$ cat src/rtl/wbvt_pkg.sv
package wbvt_pkg;

  // Per-slot status bits of the victim table.
  typedef struct packed {
    logic valid;
    logic dirty;
    logic wb_done;
    logic fill_done;
  } wbvt_flags_t;

  // A dirty victim whose writeback has not been answered yet.
  function automatic logic wb_pending(wbvt_flags_t f);
    return f.valid && f.dirty && !f.wb_done;
  endfunction

  // The victim still answers snoops: clean until fill, dirty until writeback.
  function automatic logic still_owned(wbvt_flags_t f);
    return f.valid && (f.dirty ? !f.wb_done : !f.fill_done);
  endfunction

endpackage

$ cat src/rtl/wbvt_alloc.sv
module wbvt_alloc #(
  parameter int NUM_SLOTS = 2,
  parameter int SLOT_W    = 1
) (
  input  logic [NUM_SLOTS-1:0] busy,
  output logic [SLOT_W-1:0]    free_idx,
  output logic                 any_free
);

  // Lowest-numbered free slot wins: scan downwards, last hit kept.
  always_comb begin
    free_idx = '0;
    any_free = 1'b0;
    for (int i = NUM_SLOTS - 1; i >= 0; i--) begin
      if (!busy[i]) begin
        free_idx = SLOT_W'(i);
        any_free = 1'b1;
      end
    end
  end

endmodule

$ cat src/rtl/wbvt_table.sv
module wbvt_table
  import wbvt_pkg::*;
#(
  parameter int NUM_SLOTS = 2,
  parameter int TAG_W     = 26,
  parameter int SLOT_W    = 1
) (
  input  logic              clk,
  input  logic              rst,
  input  logic              alloc_en,
  input  logic [SLOT_W-1:0] alloc_idx,
  input  logic [TAG_W-1:0]  alloc_tag,
  input  logic              alloc_dirty,
  input  logic              wb_en,
  input  logic [SLOT_W-1:0] wb_idx,
  input  logic              fill_en,
  input  logic [SLOT_W-1:0] fill_idx,
  output wbvt_flags_t       flags [NUM_SLOTS],
  output logic [TAG_W-1:0]  tags  [NUM_SLOTS],
  output logic              full_q
);

  logic [NUM_SLOTS-1:0] valid_nxt;

  for (genvar i = 0; i < NUM_SLOTS; i++) begin : g_slot
    wbvt_flags_t      ent_q;
    wbvt_flags_t      ent_d;
    logic [TAG_W-1:0] tag_q;
    logic             hit_alloc;
    logic             hit_wb;
    logic             hit_fill;

    assign hit_alloc = alloc_en && (alloc_idx == SLOT_W'(i));
    assign hit_wb    = wb_en    && (wb_idx    == SLOT_W'(i));
    assign hit_fill  = fill_en  && (fill_idx  == SLOT_W'(i));

    always_comb begin
      ent_d = ent_q;
      if (hit_alloc) begin
        ent_d.valid     = 1'b1;
        ent_d.dirty     = alloc_dirty;
        ent_d.wb_done   = !alloc_dirty;   // clean victims have no writeback
        ent_d.fill_done = 1'b0;
      end else if (ent_q.valid) begin
        if (hit_wb)   ent_d.wb_done   = 1'b1;
        if (hit_fill) ent_d.fill_done = 1'b1;
        if (ent_d.wb_done && ent_d.fill_done) ent_d.valid = 1'b0;
      end
    end

    always_ff @(posedge clk) begin
      if (rst) ent_q <= '0;
      else     ent_q <= ent_d;
    end

    // Tag storage carries no reset so it can map onto distributed RAM.
    always_ff @(posedge clk) begin
      if (hit_alloc) tag_q <= alloc_tag;
    end

    assign flags[i]     = ent_q;
    assign tags[i]      = tag_q;
    assign valid_nxt[i] = ent_d.valid;
  end

  // Full flag precomputed from next state keeps the stall output registered.
  always_ff @(posedge clk) begin
    if (rst) full_q <= 1'b0;
    else     full_q <= &valid_nxt;
  end

endmodule

$ cat src/rtl/wbvt_match.sv
module wbvt_match
  import wbvt_pkg::*;
#(
  parameter int NUM_SLOTS = 2,
  parameter int TAG_W     = 26
) (
  input  wbvt_flags_t      flags [NUM_SLOTS],
  input  logic [TAG_W-1:0] tags  [NUM_SLOTS],
  input  logic [TAG_W-1:0] coh_tag,
  input  logic [TAG_W-1:0] cpu_tag,
  input  logic [TAG_W-1:0] snp_tag,
  output logic             coh_pend,
  output logic             cpu_line,
  output logic             snp_own
);

  logic [NUM_SLOTS-1:0] pend_v;
  logic [NUM_SLOTS-1:0] line_v;
  logic [NUM_SLOTS-1:0] own_v;

  for (genvar i = 0; i < NUM_SLOTS; i++) begin : g_cmp
    assign pend_v[i] = wb_pending(flags[i])  && (tags[i] == coh_tag);
    assign line_v[i] = flags[i].valid        && (tags[i] == cpu_tag);
    assign own_v[i]  = still_owned(flags[i]) && (tags[i] == snp_tag);
  end

  assign coh_pend = |pend_v;
  assign cpu_line = |line_v;
  assign snp_own  = |own_v;

endmodule

$ cat src/rtl/wbvt_top.sv
module wbvt_top
  import wbvt_pkg::*;
#(
  parameter int ADDR_W     = 32,
  parameter int LINE_BYTES = 64,
  parameter int NUM_SLOTS  = 2,
  localparam int OFF_W     = $clog2(LINE_BYTES),
  localparam int TAG_W     = ADDR_W - OFF_W,
  localparam int SLOT_W    = (NUM_SLOTS > 1) ? $clog2(NUM_SLOTS) : 1
) (
  input  logic              clk,
  input  logic              rst,
  input  logic              vic_req,
  input  logic [ADDR_W-1:0] vic_addr,
  input  logic              vic_dirty,
  output logic              vic_stall,
  output logic              vic_ack,
  output logic [SLOT_W-1:0] vic_slot,
  input  logic              wb_resp,
  input  logic [SLOT_W-1:0] wb_resp_slot,
  input  logic              fill_resp,
  input  logic [SLOT_W-1:0] fill_resp_slot,
  input  logic              coh_req,
  input  logic [ADDR_W-1:0] coh_addr,
  output logic              coh_go,
  output logic              coh_hold,
  input  logic              cpu_req,
  input  logic [ADDR_W-1:0] cpu_addr,
  output logic              cpu_block,
  input  logic              snp_req,
  input  logic [ADDR_W-1:0] snp_addr,
  output logic              snp_hit
);

  wbvt_flags_t          flags [NUM_SLOTS];
  logic [TAG_W-1:0]     tags  [NUM_SLOTS];
  logic [NUM_SLOTS-1:0] busy;
  logic [SLOT_W-1:0]    free_idx;
  logic                 any_free;
  logic                 full_q;
  logic                 accept;
  logic                 coh_pend;
  logic                 cpu_line;
  logic                 snp_own;

  // Offsets inside a line never take part in any comparison.
  logic unused_offsets;
  assign unused_offsets = ^{vic_addr[OFF_W-1:0], coh_addr[OFF_W-1:0],
                            cpu_addr[OFF_W-1:0], snp_addr[OFF_W-1:0]};

  for (genvar i = 0; i < NUM_SLOTS; i++) begin : g_busy
    assign busy[i] = flags[i].valid;
  end

  assign vic_stall = full_q;
  assign accept    = vic_req && !full_q;

  wbvt_alloc #(
    .NUM_SLOTS (NUM_SLOTS),
    .SLOT_W    (SLOT_W)
  ) u_alloc (
    .busy     (busy),
    .free_idx (free_idx),
    .any_free (any_free)
  );

  wbvt_table #(
    .NUM_SLOTS (NUM_SLOTS),
    .TAG_W     (TAG_W),
    .SLOT_W    (SLOT_W)
  ) u_table (
    .clk         (clk),
    .rst         (rst),
    .alloc_en    (accept),
    .alloc_idx   (free_idx),
    .alloc_tag   (vic_addr[ADDR_W-1:OFF_W]),
    .alloc_dirty (vic_dirty),
    .wb_en       (wb_resp),
    .wb_idx      (wb_resp_slot),
    .fill_en     (fill_resp),
    .fill_idx    (fill_resp_slot),
    .flags       (flags),
    .tags        (tags),
    .full_q      (full_q)
  );

  wbvt_match #(
    .NUM_SLOTS (NUM_SLOTS),
    .TAG_W     (TAG_W)
  ) u_match (
    .flags    (flags),
    .tags     (tags),
    .coh_tag  (coh_addr[ADDR_W-1:OFF_W]),
    .cpu_tag  (cpu_addr[ADDR_W-1:OFF_W]),
    .snp_tag  (snp_addr[ADDR_W-1:OFF_W]),
    .coh_pend (coh_pend),
    .cpu_line (cpu_line),
    .snp_own  (snp_own)
  );

  always_ff @(posedge clk) begin
    if (rst) begin
      vic_ack   <= 1'b0;
      vic_slot  <= '0;
      coh_go    <= 1'b0;
      coh_hold  <= 1'b0;
      cpu_block <= 1'b0;
      snp_hit   <= 1'b0;
    end else begin
      vic_ack   <= accept;
      if (accept) vic_slot <= free_idx;
      coh_go    <= coh_req && !coh_pend;
      coh_hold  <= coh_req &&  coh_pend;
      cpu_block <= cpu_req &&  cpu_line;
      snp_hit   <= snp_req &&  snp_own;
    end
  end

endmodule

$ cat config.mk
export PLATFORM = sky130hd
export DESIGN_NAME = wbvt_top
export DESIGN_NICKNAME = d
export VERILOG_FILES = /design/src/rtl/wbvt_pkg.sv /design/src/rtl/wbvt_alloc.sv /design/src/rtl/wbvt_table.sv /design/src/rtl/wbvt_match.sv /design/src/rtl/wbvt_top.sv
export SDC_FILE = /design/constraint.sdc
export NUM_CORES = 1
export LEC_CHECK = 0
export BUFFER_PORTS_ARGS = -buffer_cell sky130_fd_sc_hd__buf_2
export CAP_MARGIN = 0
export CELL_PAD_IN_SITES_DETAIL_PLACEMENT = 0
export CELL_PAD_IN_SITES_GLOBAL_PLACEMENT = 1
export CORE_MARGIN = 2
export CORE_UTILIZATION = 41
export DETAILED_ROUTE_END_ITERATION = 12
export GPL_TIMING_DRIVEN = 0
export MAX_ROUTING_LAYER = met4
export PLACE_DENSITY = 0.95
export SLEW_MARGIN = 20
export SYNTH_ARGS = -nofsm -noshare
export SYNTH_HDL_FRONTEND = slang
export SYNTH_SLANG_ARGS = --single-unit
$ cat constraint.sdc
create_clock -name clk -period 5.25 [get_ports clk]
set_input_delay 0.525 -clock clk [delete_from_list [all_inputs] [get_ports clk]]
set_output_delay 0.525 -clock clk [all_outputs]
set_load 0.1 [all_outputs]
==> impl_metrics.yaml, run 1 <==
grt:
  grt_antenna_before_repair: 0
  grt_pass1_wl_mm: 16.4
  grt_max_degree: 32
  grt_remaining_overflow: 0
  gr-usage-all-layers_pct: 23.1
  grt_pass1_vias: 3116
yosys:
  synth.area.top_cells: "edfxtp_1 (41%), xnor2_1 (19%), xor2_1 (17%)"
  synthesis.instances: 330
  synthMuxAreaShare_pct: 0.780
  seq_area_frac_synth_pct: 48.3
  netlist-cell-type-count: 28
  synth-compound-area-share_pct: 2.24
  synth_seq_cells: 67
  synthXorXnorAreaFrac_pct: 35.5
  synth-adder-area-share_pct: 0
  synth_area_um2: 3850
  syn_area_per_cell_um2: 11.7
  postSynthNetCount: 469
  yosysTopAreaCellShare_pct: 40.5
  synth_simple_gate_area_share_pct: 12.7
  synth_top_family_by_area: "XOR/XNOR gates"
  synth_area_leader_cell: "edfxtp_1"
  ys_warn_count: 0
placed_design:
  port-buffer-count: 121
  dpl.hpwl_mm: 9.10
  gp_congestion: 0.944
  placed_cell_area_um2: 4630
clocking:
  postCtsSetupBuffers: 0
  cts.sinks: 67
  cts_hold_buf: 0
  root_buffer: "clkbuf_8"
  cts_buffers: 9
  clockBufferDepth: 2
  cts_max_level: 3
  cts-resized-gates: 0
die:
  die_y_um: 101
  ioPinCount: 146
  initial_utilization_pct: 41.9
  die_x_um: 101
  fp-row-count: 35
run_status:
  error_line: "[ERROR DRT-0255] Maze Route cannot find path of net clk in worker of routeBox ( 48300 0 ) ( 100920 48300 )."
  haltStage: "detailed routing (5_2_route)"
  status: "did not finish"
-- kinds of logic after synthesis --
| logic type | Yosys count |
|---|---|
| flops | 67 |
| compound gates | 15 |
| buf+inv | 4 |
| mux | 3 |
| xor+xnor | 156 |
| simple gates | 85 |
-- synthesized netlist by cell type --
library cell  number
a211oi_1           1
a21oi_1            8
a22oi_1            1
a311oi_1           1
a31oi_1            1
and2_1             2
and3_1             1
buf_4              1
clkbuf_1           1
dfxtp_1           15
edfxtp_1          52
inv_1              2
mux2i_1            3
nand2_1            5
nand2b_1           4
nand3_1            1
nand4_1           28
nor2_1             8
nor2_2             1
nor2b_1            4
nor2b_2            1
nor3_1            11
nor3b_1            1
nor4_1            18
o21ai_0            2
o22ai_1            1
xnor2_1           82
xor2_1            74
-- through the flow --
| stage | setup slack, ns | instances |
|---|---|---|
| floorplan | 3.00 | 330 |
| global placement | 2.69 | 562 |
| detailed placement | 3.30 | 563 |
| CTS | 3.43 | 579 |
| global route | 3.33 | 579 |
-- metal layers --
layer	track usage (%)
met5	-
met3	5.41
met1	28.4
met2	37.1
met4	8.52
==> run 2, diff against run 1 <==
CELL_PAD_IN_SITES_DETAIL_PLACEMENT = default   (was 0)
CELL_PAD_IN_SITES_GLOBAL_PLACEMENT = default   (was 1)
CORE_UTILIZATION = 35   (was 41)
MAX_ROUTING_LAYER = default   (was met4)
PLACE_DENSITY = default   (was 0.95)
PLACE_DENSITY_LB_ADDON = 0.15   (was default)
==> run 2 against run 1 <==
Compared with the run above:
- the flow now finishes without violations
- synthesized area is the same
- global-route usage shrank 2.5 points
- synthesized cell count is the same
==> impl_metrics.yaml, run 2 <==
layout:
  syn2layout_area_growth_pct: 25.4
  utilization_pct: 44.7
  regMostFlops: "u_table.g_slot.tag_q"
  largest_reg_flops: 52
  finish.instance_area_um2: 4830
  final_cells: 608
  antenna_cells: 0
  final_cell_mix: "buf_2 (121), xnor2_1 (82), xor2_1 (74)"
  final_common_cell: "buf_2"
  drive_above_1_share_pct: 29.5
  fin_nets: 602
power:
  switching_share_pct: 29.4
  p_comb_share_pct: 20.7
  p_clk_share_pct: 29.0
  leakagePower_nw: 1.80
  seqPwrFrac_pct: 50.3
  internal_power_mw: 0.912
  power.density_nw_per_um2: 267
  power_switching_mw: 0.379
  peakVddDrop_mv: 0.134
grt:
  grt_antenna_before_repair: 0
  grt_pass1_wl_mm: 17.1
  grt_pass1_vias: 3109
  grt_remaining_overflow: 0
  grt_max_degree: 32
  gr-usage-all-layers_pct: 20.6
detailed_routing:
  final_antenna_net_count: 0
  drtIter0Drc: 136
  vias: 3000
  routed_via_density: 4.93
  wl_per_cell_um: 19.3
  route.detailed.drc: 0
  routed_wl_mm: 11.7
  drt_pre_antenna_iters: 5
critical_path:
  startpoint_type: "register"
  crit_family: "simple AND/OR/NAND/NOR gates"
  path_class: "reg -> reg"
  r2r_cells: 5
  crit_path_max_incr_delay_ns: 0.53
  end_kind: "register"
  crit_buf_inv: 0
  timing.rr.start: "u_table.g_slot[0].tag_q[1]$_DFFE_PP_"
  worst_path_max_delay_cell: "nor4_1"
  ff2ff_setup_slack_ns: 3.38
  worst-path-max-fanout: 3
  worstPathArrival_ns: 2.15
  cp.required_ns: 5.53
  crit_chain: "xor2_1 -> nor4_1 -> nand4_1 -> o22ai_1 -> nor2b_1"
  timing.rr.end: "coh_hold$_SDFF_PP0_"
yosys:
  synth_ff_type: "edfxtp_1"
  syn_area_per_cell_um2: 11.7
  ys_warn_count: 0
  synthArstFlopShare_pct: 0
  synthesis.instances: 330
  seq_area_frac_synth_pct: 48.3
  yosysMostFrequentCell: "xnor2_1"
  postSynthNetCount: 469
  yosysTopAreaCellShare_pct: 40.5
  netlist-cell-type-count: 28
  synthTopCellsByCount: "xnor2_1 (82), xor2_1 (74), edfxtp_1 (52)"
  synth-edff-count: 52
  synth.area.top_cells: "edfxtp_1 (41%), xnor2_1 (19%), xor2_1 (17%)"
  synth_area_leader_cell: "edfxtp_1"
  synth_area_um2: 3850
  synth_seq_cells: 67
timing:
  relSlewSlack_pct: 60.2
  finalMaxSlewViolations: 0
  setup_viol: 0
  finalHoldViolations: 0
  setup_ws_ns: 3.38
  fin_crit_sh_pct: 35.6
  rsz0062_at_grt: "no"
  period_needed_ns: 1.87
  finalSetupTns_ns: 0
  fmax_mhz: 535
  skew_ns: 0.00517
  tightest_slew_ns: 0.595
placed_design:
  gp_congestion: 0.927
  placed_cells: 592
  pre_cts_slack_ns: 3.29
  port-buffer-count: 121
  placed_cell_area_um2: 4660
  dpl.hpwl_mm: 9.69
clocking:
  cts_max_level: 3
  cts_buffers: 9
  root_buffer: "clkbuf_8"
  cts-resized-gates: 0
  cts_tree: "built"
  postCtsSetupBuffers: 0
  clockBufferDepth: 2
  cts.sinks: 67
  cts_hold_buf: 0
  cts.clk_slew.worst_paths_ns: 0.07
  insertion_delay_ns: 0.34
hold_path:
  whs_path_depth: 1
  hp-start: "vic_addr[31]"
  hold_end: "u_table.g_slot[0].tag_q[25]$_DFFE_PP_"
  hp-class: "in -> reg"
run_status:
  status: "finished clean"
run:
  cap_viol_max_count: 0
die:
  die_x_um: 109
  initial_utilization_pct: 35.7
  die_area_um2: 11900
  fp-row-count: 38
  ioPinCount: 146
  core-area_um2: 10800
  die_y_um: 109
## run 2: cell counts after synthesis
No cell type changed its count.
## run 2: per-stage QoR
stage / power (mW) / hold WS, ns
2_1_floorplan: 0.795 / 0.463
6_report: 1.29 / 0.368
5_1_grt: 1.35 / 0.351
3_3_place_gp: 0.921 / 0.480
4_1_cts: 1.30 / 0.358
3_5_place_dp: 0.928 / 0.490
## run 2: worst max-delay path by stage
| stage | depth (start not counted) | start | slack [ns] | endpoint |
|---|---|---|---|---|
| 2_1_floorplan | 5 | u_table.full_q$_SDFF_PP0_ | 3.00 | u_table.full_q$_SDFF_PP0_ |
| 5_1_grt | 5 | u_table.g_slot[1].tag_q[12]$_DFFE_PP_ | 3.35 | coh_hold$_SDFF_PP0_ |
| 3_3_place_gp | 6 | vic_req | 2.52 | u_table.full_q$_SDFF_PP0_ |
| 4_1_cts | 6 | u_table.flags[7]$_SDFF_PP0_ | 3.43 | u_table.full_q$_SDFF_PP0_ |
| 6_report | 5 | u_table.g_slot[0].tag_q[1]$_DFFE_PP_ | 3.38 | coh_hold$_SDFF_PP0_ |
| 3_5_place_dp | 7 | vic_req | 3.29 | u_table.full_q$_SDFF_PP0_ |
## run 2: cell type report
cell class | count | area [µm²]
flip-flops and latches | 67 | 1860
repair buffers | 122 | 633
multi-input cells | 259 | 1980
clock buffers | 13 | 149
plain buffers | 2 | 11.3
clock inverters | 3 | 15.0
fillers | 1051 | 5960
well taps | 140 | 175
inverters | 2 | 7.51
## run 2: cell families after synthesis
kind of cell | Yosys count | share of synthesized area [%]
buffers and inverters | 4 | 0.487
multiplexers | 3 | 0.780
XOR/XNOR | 156 | 35.5
AO/OA/AOI/OAI | 15 | 2.24
flip-flops | 67 | 48.3
AND/OR/NAND/NOR | 85 | 12.7
## run 2: power by group through the flow
| stage | clock network, mW | logic [mW] | registers [mW] |
|---|---|---|---|
| finish | 0.375 | 0.267 | 0.650 |
| global route | 0.410 | 0.288 | 0.655 |
| CTS | 0.385 | 0.269 | 0.650 |
| detailed placement | 0 | 0.266 | 0.662 |
| global placement | 0 | 0.260 | 0.661 |
| floorplan | 0 | 0.129 | 0.666 |
## run 2: routing by layer
metal,GRT usage [%],wire length [µm],vias to the layer above
li1,-,-,1443
met1,26.7,5050,1407
met2,34.2,5660,127
met3,3.53,713,23
met4,7.97,307,0
met5,0,0,-
Note: power is estimated with default switching activity, not from simulation.
